`config.mk`:
```
export PLATFORM = sky130hd
export DESIGN_NAME = jump_pc_sequencer
export DESIGN_NICKNAME = d
export VERILOG_FILES = /design/src/rtl/pcs_pkg.sv /design/src/rtl/pcs_step.sv /design/src/rtl/pcs_dest_map.sv /design/src/rtl/jump_pc_sequencer.sv
export SDC_FILE = /design/constraint.sdc
export NUM_CORES = 1
export LEC_CHECK = 0
export ABC_AREA = 1
export CAP_MARGIN = 20
export CORE_MARGIN = 4
export CORE_UTILIZATION = 50
export DETAILED_ROUTE_END_ITERATION = 8
export DONT_BUFFER_PORTS = 1
export GPL_TIMING_DRIVEN = 0
export SLEW_MARGIN = 25
export SYNTH_ARGS = -nofsm -noshare
export SYNTH_HDL_FRONTEND = slang
export SYNTH_SLANG_ARGS = --single-unit
```
`constraint.sdc`:
```
create_clock -name clk_i -period 4.2 [get_ports clk_i]
set_clock_uncertainty 0.15 [all_clocks]
set_input_delay 0.21 -clock clk_i [delete_from_list [all_inputs] [get_ports clk_i]]
set_output_delay 0.21 -clock clk_i [all_outputs]
set_load 0.02 [all_outputs]
```
`src/rtl/pcs_pkg.sv`:
```
package pcs_pkg;

  localparam logic [7:0] OP_STOP  = 8'h00;
  localparam logic [7:0] OP_JUMP  = 8'h56;
  localparam logic [7:0] OP_JUMPI = 8'h57;
  localparam logic [7:0] OP_MARK  = 8'h5B;

  typedef enum logic [2:0] {
    ST_SCAN,
    ST_FETCH,
    ST_POP_DST,
    ST_POP_CND,
    ST_STOP,
    ST_FAULT
  } seq_state_e;

  function automatic logic is_push(input logic [7:0] op);
    return op[7:5] == 3'b011;
  endfunction

  // opcode byte plus inline data bytes
  function automatic logic [5:0] insn_len(input logic [7:0] op);
    return is_push(op) ? (6'(op[4:0]) + 6'd2) : 6'd1;
  endfunction

endpackage

```
`src/rtl/pcs_step.sv`:
```
module pcs_step #(
  parameter int PCW = 9
) (
  input  logic [PCW-1:0] cur_i,
  input  logic [7:0]     op_i,
  input  logic [PCW-1:0] len_i,
  output logic [PCW-1:0] nxt_o
);
  import pcs_pkg::*;

  localparam int NW = PCW + 6;

  logic [NW-1:0] wide;

  always_comb begin
    wide = NW'(cur_i) + NW'(insn_len(op_i));
    // clamp at the code end so a trailing push cannot wrap
    nxt_o = (wide >= NW'(len_i)) ? len_i : wide[PCW-1:0];
  end

endmodule

```
`src/rtl/pcs_dest_map.sv`:
```
module pcs_dest_map #(
  parameter int DEPTH = 256,
  parameter int AW    = 8,
  parameter int PCW   = 9,
  parameter int WW    = 32
) (
  input  logic           clk_i,
  input  logic           rst_ni,
  input  logic           set_i,
  input  logic [AW-1:0]  set_addr_i,
  input  logic [WW-1:0]  tgt_i,
  input  logic [PCW-1:0] len_i,
  output logic           ok_o
);

  localparam int CW = (WW > PCW) ? WW : PCW;

  logic [DEPTH-1:0] map_q;
  logic             in_range;

  always_ff @(posedge clk_i or negedge rst_ni) begin
    if (!rst_ni)    map_q <= '0;
    else if (set_i) map_q[set_addr_i] <= 1'b1;
  end

  always_comb begin
    in_range = CW'(tgt_i) < CW'(len_i);
    ok_o     = in_range && map_q[tgt_i[AW-1:0]];
  end

endmodule

```
`src/rtl/jump_pc_sequencer.sv`:
```
module jump_pc_sequencer #(
  parameter int MAX_CODE = 256,
  parameter int WORD_W   = 32,
  localparam int AW      = $clog2(MAX_CODE),
  localparam int PCW     = AW + 1
) (
  input  logic              clk_i,
  input  logic              rst_ni,
  input  logic [PCW-1:0]    code_len_i,
  output logic [AW-1:0]     code_addr_o,
  input  logic [7:0]        code_byte_i,
  output logic              pop_req_o,
  input  logic              pop_ack_i,
  input  logic [WORD_W-1:0] pop_data_i,
  output logic [PCW-1:0]    pc_o,
  output logic              insn_valid_o,
  output logic              stop_o,
  output logic              fault_o
);
  import pcs_pkg::*;

  seq_state_e        st_q;
  logic [PCW-1:0]    ptr_q;
  logic [WORD_W-1:0] dst_q;
  logic              cond_q;

  logic [PCW-1:0]    ptr_nxt;
  logic              at_end;
  logic              mark_set;
  logic [WORD_W-1:0] tgt;
  logic              tgt_ok;

  assign at_end      = ptr_q >= code_len_i;
  assign code_addr_o = ptr_q[AW-1:0];
  assign mark_set    = (st_q == ST_SCAN) && !at_end && (code_byte_i == OP_MARK);
  assign tgt         = (st_q == ST_POP_DST) ? pop_data_i : dst_q;

  // one stepper serves both the scan pass and execution
  pcs_step #(.PCW(PCW)) u_step (
    .cur_i (ptr_q),
    .op_i  (code_byte_i),
    .len_i (code_len_i),
    .nxt_o (ptr_nxt)
  );

  pcs_dest_map #(
    .DEPTH (MAX_CODE),
    .AW    (AW),
    .PCW   (PCW),
    .WW    (WORD_W)
  ) u_map (
    .clk_i      (clk_i),
    .rst_ni     (rst_ni),
    .set_i      (mark_set),
    .set_addr_i (ptr_q[AW-1:0]),
    .tgt_i      (tgt),
    .len_i      (code_len_i),
    .ok_o       (tgt_ok)
  );

  always_ff @(posedge clk_i or negedge rst_ni) begin
    if (!rst_ni) begin
      st_q   <= ST_SCAN;
      ptr_q  <= '0;
      dst_q  <= '0;
      cond_q <= 1'b0;
    end else begin
      unique case (st_q)
        ST_SCAN: begin
          if (at_end) begin
            st_q  <= ST_FETCH;
            ptr_q <= '0;
          end else begin
            ptr_q <= ptr_nxt;
          end
        end
        ST_FETCH: begin
          if (at_end || code_byte_i == OP_STOP) begin
            st_q <= ST_STOP;
          end else if (code_byte_i == OP_JUMP || code_byte_i == OP_JUMPI) begin
            st_q   <= ST_POP_DST;
            cond_q <= (code_byte_i == OP_JUMPI);
          end else begin
            ptr_q <= ptr_nxt;
          end
        end
        ST_POP_DST: begin
          if (pop_ack_i) begin
            dst_q <= pop_data_i;
            if (cond_q) begin
              st_q <= ST_POP_CND;
            end else if (tgt_ok) begin
              st_q  <= ST_FETCH;
              ptr_q <= PCW'(pop_data_i);
            end else begin
              st_q <= ST_FAULT;
            end
          end
        end
        ST_POP_CND: begin
          if (pop_ack_i) begin
            if (!(|pop_data_i)) begin
              st_q  <= ST_FETCH;
              ptr_q <= ptr_nxt;
            end else if (tgt_ok) begin
              st_q  <= ST_FETCH;
              ptr_q <= PCW'(dst_q);
            end else begin
              st_q <= ST_FAULT;
            end
          end
        end
        default: ;
      endcase
    end
  end

  assign pc_o         = (st_q == ST_SCAN) ? '0 : ptr_q;
  assign insn_valid_o = (st_q == ST_FETCH) && !at_end;
  assign pop_req_o    = (st_q == ST_POP_DST) || (st_q == ST_POP_CND);
  assign stop_o       = (st_q == ST_STOP);
  assign fault_o      = (st_q == ST_FAULT);

  AST_PC_IN_CODE: assert property (@(posedge clk_i) disable iff (!rst_ni)
    insn_valid_o |-> pc_o < code_len_i);

  AST_PLAIN_ADV: assert property (@(posedge clk_i) disable iff (!rst_ni)
    insn_valid_o && !is_push(code_byte_i) && code_byte_i != OP_STOP &&
    code_byte_i != OP_JUMP && code_byte_i != OP_JUMPI
    |=> pc_o == $past(pc_o) + 1'b1);

  AST_PUSH_FWD: assert property (@(posedge clk_i) disable iff (!rst_ni)
    insn_valid_o && is_push(code_byte_i) |=> pc_o > $past(pc_o));

  AST_HALT_EXCL: assert property (@(posedge clk_i) disable iff (!rst_ni)
    !(stop_o && fault_o));

  AST_STOP_STICKY: assert property (@(posedge clk_i) disable iff (!rst_ni)
    stop_o |=> stop_o && $stable(pc_o));

  AST_FAULT_STICKY: assert property (@(posedge clk_i) disable iff (!rst_ni)
    fault_o |=> fault_o && $stable(pc_o));

  AST_HALT_QUIET: assert property (@(posedge clk_i) disable iff (!rst_ni)
    (stop_o || fault_o) |-> !insn_valid_o && !pop_req_o);

  AST_POP_HOLD: assert property (@(posedge clk_i) disable iff (!rst_ni)
    pop_req_o && !pop_ack_i |=> pop_req_o && $stable(pc_o) && !insn_valid_o);

endmodule

```
==> metrics.md, run 1 <==
| Metric | Value |
|---|---|
| Num rows | 65 |
| Unrepaired setup endpoints after global routing | false |
| Fin crit share | 0.9517 |
| Multi-input logic area | 7420 um2 |
| Antenna violations before repair | 0 |
| Layout cell share with drive strength beyond 1 | 0.08209 |
| Number of distinct library cells after synthesis | 42 |
| Worst setup SP type | flop |
| CP peak stage delay | 0.73 ns |
| Syn Nets | 1999 |
| Commonest cells after routing, fill and taps aside | 514 x nand2_1, 326 x nand3_1, 299 x dfrtp_1, 229 x o21bai_1, 91 x inv_1 |
| Worst VDD drop | 400.0 uV |
| TritonCTS buffer count | 36 |
| Post-CTS setup buffers | 0 |
| Post-synthesis mux area share | 0.01409 |
| Cells after synthesis | 1913 |
| Initial Util | 0.5067 |
| XOR/XNOR Fraction of Synth Area | 0.003287 |
| Initial DRC count | 1787 |
| CTS tree | built |
| Final Core Density | 0.5696 |
| DRT Wirelength | 58670 um |
| Via count of the routed design | 14760 |
| Fmax | 250.2 MHz |
| Post-DR wirelength/cell | 24.33 um |
| CP delay by family, top | compound AO/OA/AOI/OAI gates |
| Synth Area in Compound Gates | 0.1546 |
| Yosys warnings | 0 |
| CTS Hold Bufs | 37 |
| Crit path top cell by count | nand2_1 |
| Die W | 186.8 um |
| Global-route wire length before repair | 89110 um |
| Min cycle time layout | 3.997 ns |
| Die Area | 34900 um2 |
| Min Hold Slack | -0.7736 ns |
| CORE AREA | 31560 um2 |
| Clock root buffer | clkbuf_16 |
| Detailed-placement wirelength estimate | 38360 um |
| Crit path launch | st_q[0] |
| Number of global-route vias before repair | 14470 |
| I/O pins | 73 |
| Final hold vios | 301 |
| R2r endpoint | ptr_q[6] |
| Largest family of logic cells by synthesized area | simple AND/OR/NAND/NOR gates |
| Cell Count, Final, Fillers Out | 2412 |
| Flop2flop setup slack | 0.20 ns |
| Mean Syn Cell Area | 8.357 um2 |
| Violations in the final reports | negative hold slack |
| Input/output buffers | 0 |
| ANT nets after route | 0 |
| Post-synthesis simple-gate area fraction | 0.2643 |
| Pre-antenna DRT Iters | 6 |
| Final setup viols | 0 |
| Area delta synth->final | 12.42% |
| Critical Path RT | 4.45 ns |
| Type of the worst setup path | flop to flop |
| Worst slew pin tran | 1.134 ns |
| Die extent in y | 186.8 um |
| Layout Nets | 2073 |
| P_leak | 7.925 nW |
| Slew margin rel. | 0.2443 |
| Pins over their slew limit | 0 |
| DR vias/cell | 6.119 |
| Design Power | 5.990 mW |
| Placed cell count | 2315 |
| Seq cells post-synth | 301 |
| DRC | 0 |
| Diode count | 0 |
| Clk_lat worst skew | 0.53 ns |
| Post-synthesis sequential area ratio | 0.4711 |
| Clock Pin Slew Worst Setup and Hold Paths | 0.06 ns |
| Fill cell count | 2948 |
| Crit Path Max Fanout | 10 |
| Largest net degree at the start of global routing | 302 |
| Clk sinks | 301 |
| Gpl congestion | 0.9212 |
| Status | complete, but fails checks |
| GRT overflow | 0 |
| H-tree Lvls | 2 |
| CTS max path bufs | 3 |
| GRT Total Usage | 0.3299 |
| Worst hold path type | primary input to async pin |
| Post-Synth Adder-Cell Area | 0.02708 |
| Worst r2r src | st_q[0] |
| Register area | 7535 um2 |
| Crit path DAT | 4.25 ns |
| Slowest-stage cell, CP | a21oi_2 |
| CP Cell Sequence | inv_2, nand3_1, buf_4, nor2_1, a21oi_2, inv_2, ha_1, a21oi_1, nor2_1, a211oi_1, nand2_1, a21oi_2, nand3_2, nand2_4, nand3_4, nand2_1, nand2_1 |
| Buffer and inverter count on the worst path | 3 |
| Critical Path End Type | flop |
| PwrDens | 333.3 nW/um2 |
| Area of the mapped netlist | 15990 um2 |
| Commonest non-fill, non-tap cell in the layout | nand2_1 |
| Worst r2r path cells | 17 |
| Maxcap violations | 0 |
-- metrics by stage --
step / instance area, um2 / TNS, ns / setup slack (ns)
floorplan: 15990 / 0 / 0.4202
global placement: 16490 / -1.226 / -0.1813
detailed placement: 16490 / -2.215 / -0.2943
CTS: 17960 / 0 / 0.04974
global route: 17970 / 0 / 0.006200
finish: 17970 / 0 / 0.2030
-- registers in the layout, indices dropped and copies added, names as in the netlist --
signal	flops
cond_q	1
u_map.map_q	256
st_q	3
ptr_q	9
dst_q	32
-- metal layers --
metal,share of wire,track usage,vias to the layer above
met5,0,0,-
met4,0.043,0.1263,0
met3,0.094,0.06532,162
met2,0.44,0.5083,755
met1,0.42,0.4647,7242
li1,-,-,6600
-- worst reg2reg max path: stages, from the launching register on --
cell and delay [ns]:
dfrtp_1 0.42, inv_2 0.10, nand3_1 0.14, buf_4 0.24, nor2_1 0.10, a21oi_2 0.73, inv_2 0.38, ha_1 0.31
a21oi_1 0.15, nor2_1 0.05, a211oi_1 0.16, nand2_1 0.16, a21oi_2 0.20, nand3_2 0.13, nand2_4 0.16, nand3_4 0.15
nand2_1 0.12, nand2_1 0.06
-- logic make-up after synthesis --
group / Yosys count
DFF: 301
buffers and inverters: 231
muxes: 20
AOI/OAI and AO/OA: 354
xor gates and xnor gates: 6
adders and majority gates: 34
and+or+nand+nor: 967
-- worst max path at each step --
stage / cells past startpoint / slack (ns) / endpoint
after floorplan: 23 / 0.42 / ptr_q[0]
final: 17 / 0.20 / ptr_q[6]
after detailed placement: 23 / -0.29 / ptr_q[7]
after global routing: 19 / 0.006 / ptr_q[7]
after CTS: 17 / 0.05 / ptr_q[6]
after global placement: 23 / -0.18 / ptr_q[7]
-- power by group --
part	leakage (nW)	internal (mW)	total (mW)	switching (mW)
clock network	0.538	1.77	3.01	1.24
registers	4.04	2.90	2.90	0.00000628
logic	3.34	0.0392	0.0787	0.0395
-- cells in the mapped netlist --
master | n | area share
a221oi_1 | 1 | 0.00055
a21oi_1 | 28 | 0.0088
o21ai_2 | 1 | 0.00055
nand2_1 | 515 | 0.12
inv_1 | 91 | 0.021
xnor2_1 | 1 | 0.00055
o211ai_1 | 25 | 0.012
ha_1 | 33 | 0.026
nand3b_1 | 10 | 0.0047
nand2_4 | 1 | 0.00070
nand2_2 | 4 | 0.0016
o22ai_1 | 1 | 0.00039
nand4_1 | 19 | 0.0074
mux2_2 | 20 | 0.014
buf_4 | 30 | 0.014
or4_1 | 1 | 0.00047
nor2_2 | 2 | 0.00078
o21bai_1 | 229 | 0.11
nor3_2 | 1 | 0.00063
a21oi_2 | 2 | 0.0011
inv_2 | 6 | 0.0014
o21ai_0 | 54 | 0.017
a211oi_1 | 1 | 0.00047
nor2_1 | 67 | 0.016
nand3_4 | 1 | 0.0011
o21ai_4 | 2 | 0.0020
a21oi_4 | 1 | 0.0010
clkbuf_1 | 70 | 0.016
fa_1 | 1 | 0.0013
nor4_1 | 12 | 0.0047
nand3_2 | 1 | 0.00063
buf_6 | 4 | 0.0028
o31ai_1 | 1 | 0.00047
buf_2 | 30 | 0.0094
or2_2 | 1 | 0.00039
o21ai_1 | 6 | 0.0019
o211a_1 | 2 | 0.0013
nand3_1 | 326 | 0.10
nor3_1 | 5 | 0.0016
nor4b_2 | 1 | 0.00094
dfrtp_1 | 301 | 0.47
xor2_1 | 5 | 0.0027
-- final cells by class --
| type | count | share of cell area |
|---|---|---|
| Inverter | 97 | 0.02026 |
| Sequential cell | 301 | 0.4192 |
| Clock buffer | 56 | 0.05827 |
| Clock inverter | 5 | 0.002785 |
| Buffer | 133 | 0.03808 |
| Tap cell | 402 | 0.02798 |
| Multi-Input combinational cell | 1381 | 0.4128 |
| Timing Repair Buffer | 37 | 0.02061 |
-- repair_timing --
action | CTS | global route
pin swaps | 0 | 0
endpoints found under the setup margin | 9 | 10
gates resized for setup | 2 | 4
endpoints found under the hold margin | 343 | 301
Power figures use the tool's default switching activity.
==> run 2, diff against run 1 <==
CTS_BUF_LIST = sky130_fd_sc_hd__clkbuf_8 sky130_fd_sc_hd__clkbuf_16   (was default)
==> metrics.md, run 2 (same netlist as run 1, synthesis figures left out) <==
| Metric | Value |
|---|---|
| Status | complete, but fails checks |
| Violations in the final reports | negative hold slack |
| Routed wl met3 | 5799 um (+4.6%) |
| Commonest non-fill, non-tap cell in the layout | nand2_1 |
| Highest metal used | met4 |
| Critical Path End Type | flop |
| Worst VDD drop | 401.9 uV (+0.48%) |
| GRT Total Usage | 0.3299 (unchanged) |
| CTS max path bufs | 3 (unchanged) |
| R2r endpoint | ptr_q[6] |
| Slew margin rel. | 0.2389 (-0.005385) |
| Antenna violations before repair | 0 (unchanged) |
| Crit Path Max Fanout | 10 (unchanged) |
| DR vias/cell | 6.139 (+0.33%) |
| Worst slew pin tran | 1.137 ns (+0.003876 ns) |
| Pre-antenna DRT Iters | 6 (unchanged) |
| I/O pins | 73 (unchanged) |
| CTS Hold Bufs | 37 (unchanged) |
| Worst setup SP type | flop |
| Die W | 186.8 um (unchanged) |
| Largest registers | u_map.map_q (256), dst_q (32), ptr_q (9) |
| Final setup viols | 0 (unchanged) |
| Final Core Density | 0.5696 (unchanged) |
| Crit path to | ptr_q[6] |
| Detailed-placement wirelength estimate | 38360 um (unchanged) |
| GRT overflow | 0 (unchanged) |
| Crit path DAT | 4.28 ns (+0.03 ns) |
| H-tree Lvls | 2 (unchanged) |
| Number of flip-flops in the largest register | 256 (unchanged) |
| Worst r2r path cells | 17 (unchanged) |
| Die Area | 34900 um2 (unchanged) |
| Clock root buffer | clkbuf_16 |
| Min cycle time layout | 4.028 ns (+0.03137 ns) |
| Clk sinks | 301 (unchanged) |
| Maxcap violations | 0 (unchanged) |
| Pins over their slew limit | 0 (unchanged) |
| Die extent in y | 186.8 um (unchanged) |
| Register name with the most flops | u_map.map_q |
| Commonest cells after routing, fill and taps aside | 514 x nand2_1, 326 x nand3_1, 299 x dfrtp_1, 229 x o21bai_1, 105 x inv_1 |
| Largest net degree at the start of global routing | 302 (unchanged) |
| Worst hold path type | primary input to async pin |
| Multi-input logic area | 7420 um2 (unchanged) |
| Initial Util | 0.5067 (unchanged) |
| Flop2flop setup slack | 0.17 ns (-0.03 ns) |
| Num rows | 65 (unchanged) |
| CORE AREA | 31560 um2 (unchanged) |
| Post-CTS setup buffers | 0 (unchanged) |
| CTS tree | built |
| Gpl congestion | 0.9212 (unchanged) |
| Critical Path RT | 4.45 ns (about the same) |
| Cell Count, Final, Fillers Out | 2412 (unchanged) |
| Design Power | 5.953 mW (-0.62%) |
| DRC | 0 (unchanged) |
| Diode count | 0 (unchanged) |
| Area delta synth->final | 12.42% (unchanged) |
| Worst r2r src | st_q[0] |
| DRT Wirelength | 58600 um (-0.12%) |
| Global-route wire length before repair | 89110 um (unchanged) |
| Input/output buffers | 0 (unchanged) |
| Placed cell count | 2315 (unchanged) |
| PwrDens | 331.2 nW/um2 (-0.62%) |
| Number of global-route vias before repair | 14470 (unchanged) |
| Layout cell share with drive strength beyond 1 | 0.08209 (unchanged) |
| P_leak | 7.983 nW (+0.73%) |
| Crit path launch | st_q[0] |
| Clk_lat worst skew | 0.53 ns (about the same) |
| Register area | 7535 um2 (unchanged) |
| Final hold vios | 301 (unchanged) |
| Fill cell count | 2948 (unchanged) |
| Initial DRC count | 1678 (-6.1%) |
| Layout Nets | 2073 (unchanged) |
| Min Hold Slack | -0.7770 ns (-0.003402 ns) |
| Fin crit share | 0.9591 (+0.007470) |
| Fmax | 248.2 MHz (-0.78%) |
| Via count of the routed design | 14810 (+0.33%) |
| Met1 WL | 24460 um (-0.86%) |
| Post-DR wirelength/cell | 24.30 um (-0.12%) |
| Type of the worst setup path | flop to flop |
| Unrepaired setup endpoints after global routing | false |
| TritonCTS buffer count | 36 (unchanged) |
| ANT nets after route | 0 (unchanged) |
| Clock Pin Slew Worst Setup and Hold Paths | 0.06 ns (about the same) |
| Metal2 WL | 25770 um (-0.66%) |
## run 2: changes by cell type in the layout (fill, tap and decap cells not counted), sizes merged
cell / previous run / this run
clkbuf: 125 / 111
inv: 97 / 111
## run 2: final cells by class
class	instances	share of cell area
flip-flops and latches	301	0.4192
repair buffers	37	0.02061
inverters	97	0.02026
clock buffers	42	0.05534
multi-input cells	1381	0.4128
plain buffers	133	0.03808
clock inverters	19	0.005708
well taps	402	0.02798
## run 2: stage by stage
step	hold slack, ns	setup slack, ns	instance area, um2	setup TNS [ns]
5_1_grt	-0.7821	0.006200	17970	0
6_report	-0.7770	0.1716	17970	0
2_1_floorplan	-0.2356	0.4202	15990	0
3_5_place_dp	-0.2199	-0.2943	16490	-2.215
3_3_place_gp	-0.2195	-0.1813	16490	-1.226
4_1_cts	-0.7740	0.04974	17960	0
## run 2: critical path, cell delays in order (launching register included)
cell and delay, ns:
dfrtp_1 0.42, inv_2 0.10, nand3_1 0.14, buf_4 0.23, nor2_1 0.09, a21oi_2 0.74
inv_2 0.38, ha_1 0.31, a21oi_1 0.15, nor2_1 0.05, a211oi_1 0.17, nand2_1 0.17
a21oi_2 0.20, nand3_2 0.13, nand2_4 0.16, nand3_4 0.14, nand2_1 0.11, nand2_1 0.06
## run 2: worst min path at each step
| stage | endpoint | cells after the start |
|---|---|---|
| 2_1_floorplan | cond_q | 0 |
| 5_1_grt | u_map.map_q[117] | 0 |
| 3_5_place_dp | u_map.map_q[107] | 0 |
| 3_3_place_gp | u_map.map_q[107] | 0 |
| 6_report | u_map.map_q[105] | 0 |
| 4_1_cts | u_map.map_q[107] | 0 |
## run 2: power breakdown
part	switching (mW)	internal (mW)
clock network	1.24	1.73
logic	0.0392	0.0392
registers	0.00000628	2.90
## run 2: routing by layer
layer,track usage,vias up
met5,0,-
met4,0.1263,0
met3,0.06532,170
met2,0.5083,763
met1,0.4647,7273
li1,-,6602
## run 2: what timing repair did
item                                   in CTS  in global routing
endpoints found under the hold margin     343                301
gates resized for setup                     2                  4
pin swaps                                   0                  0
setup endpoints to repair                   9                 10
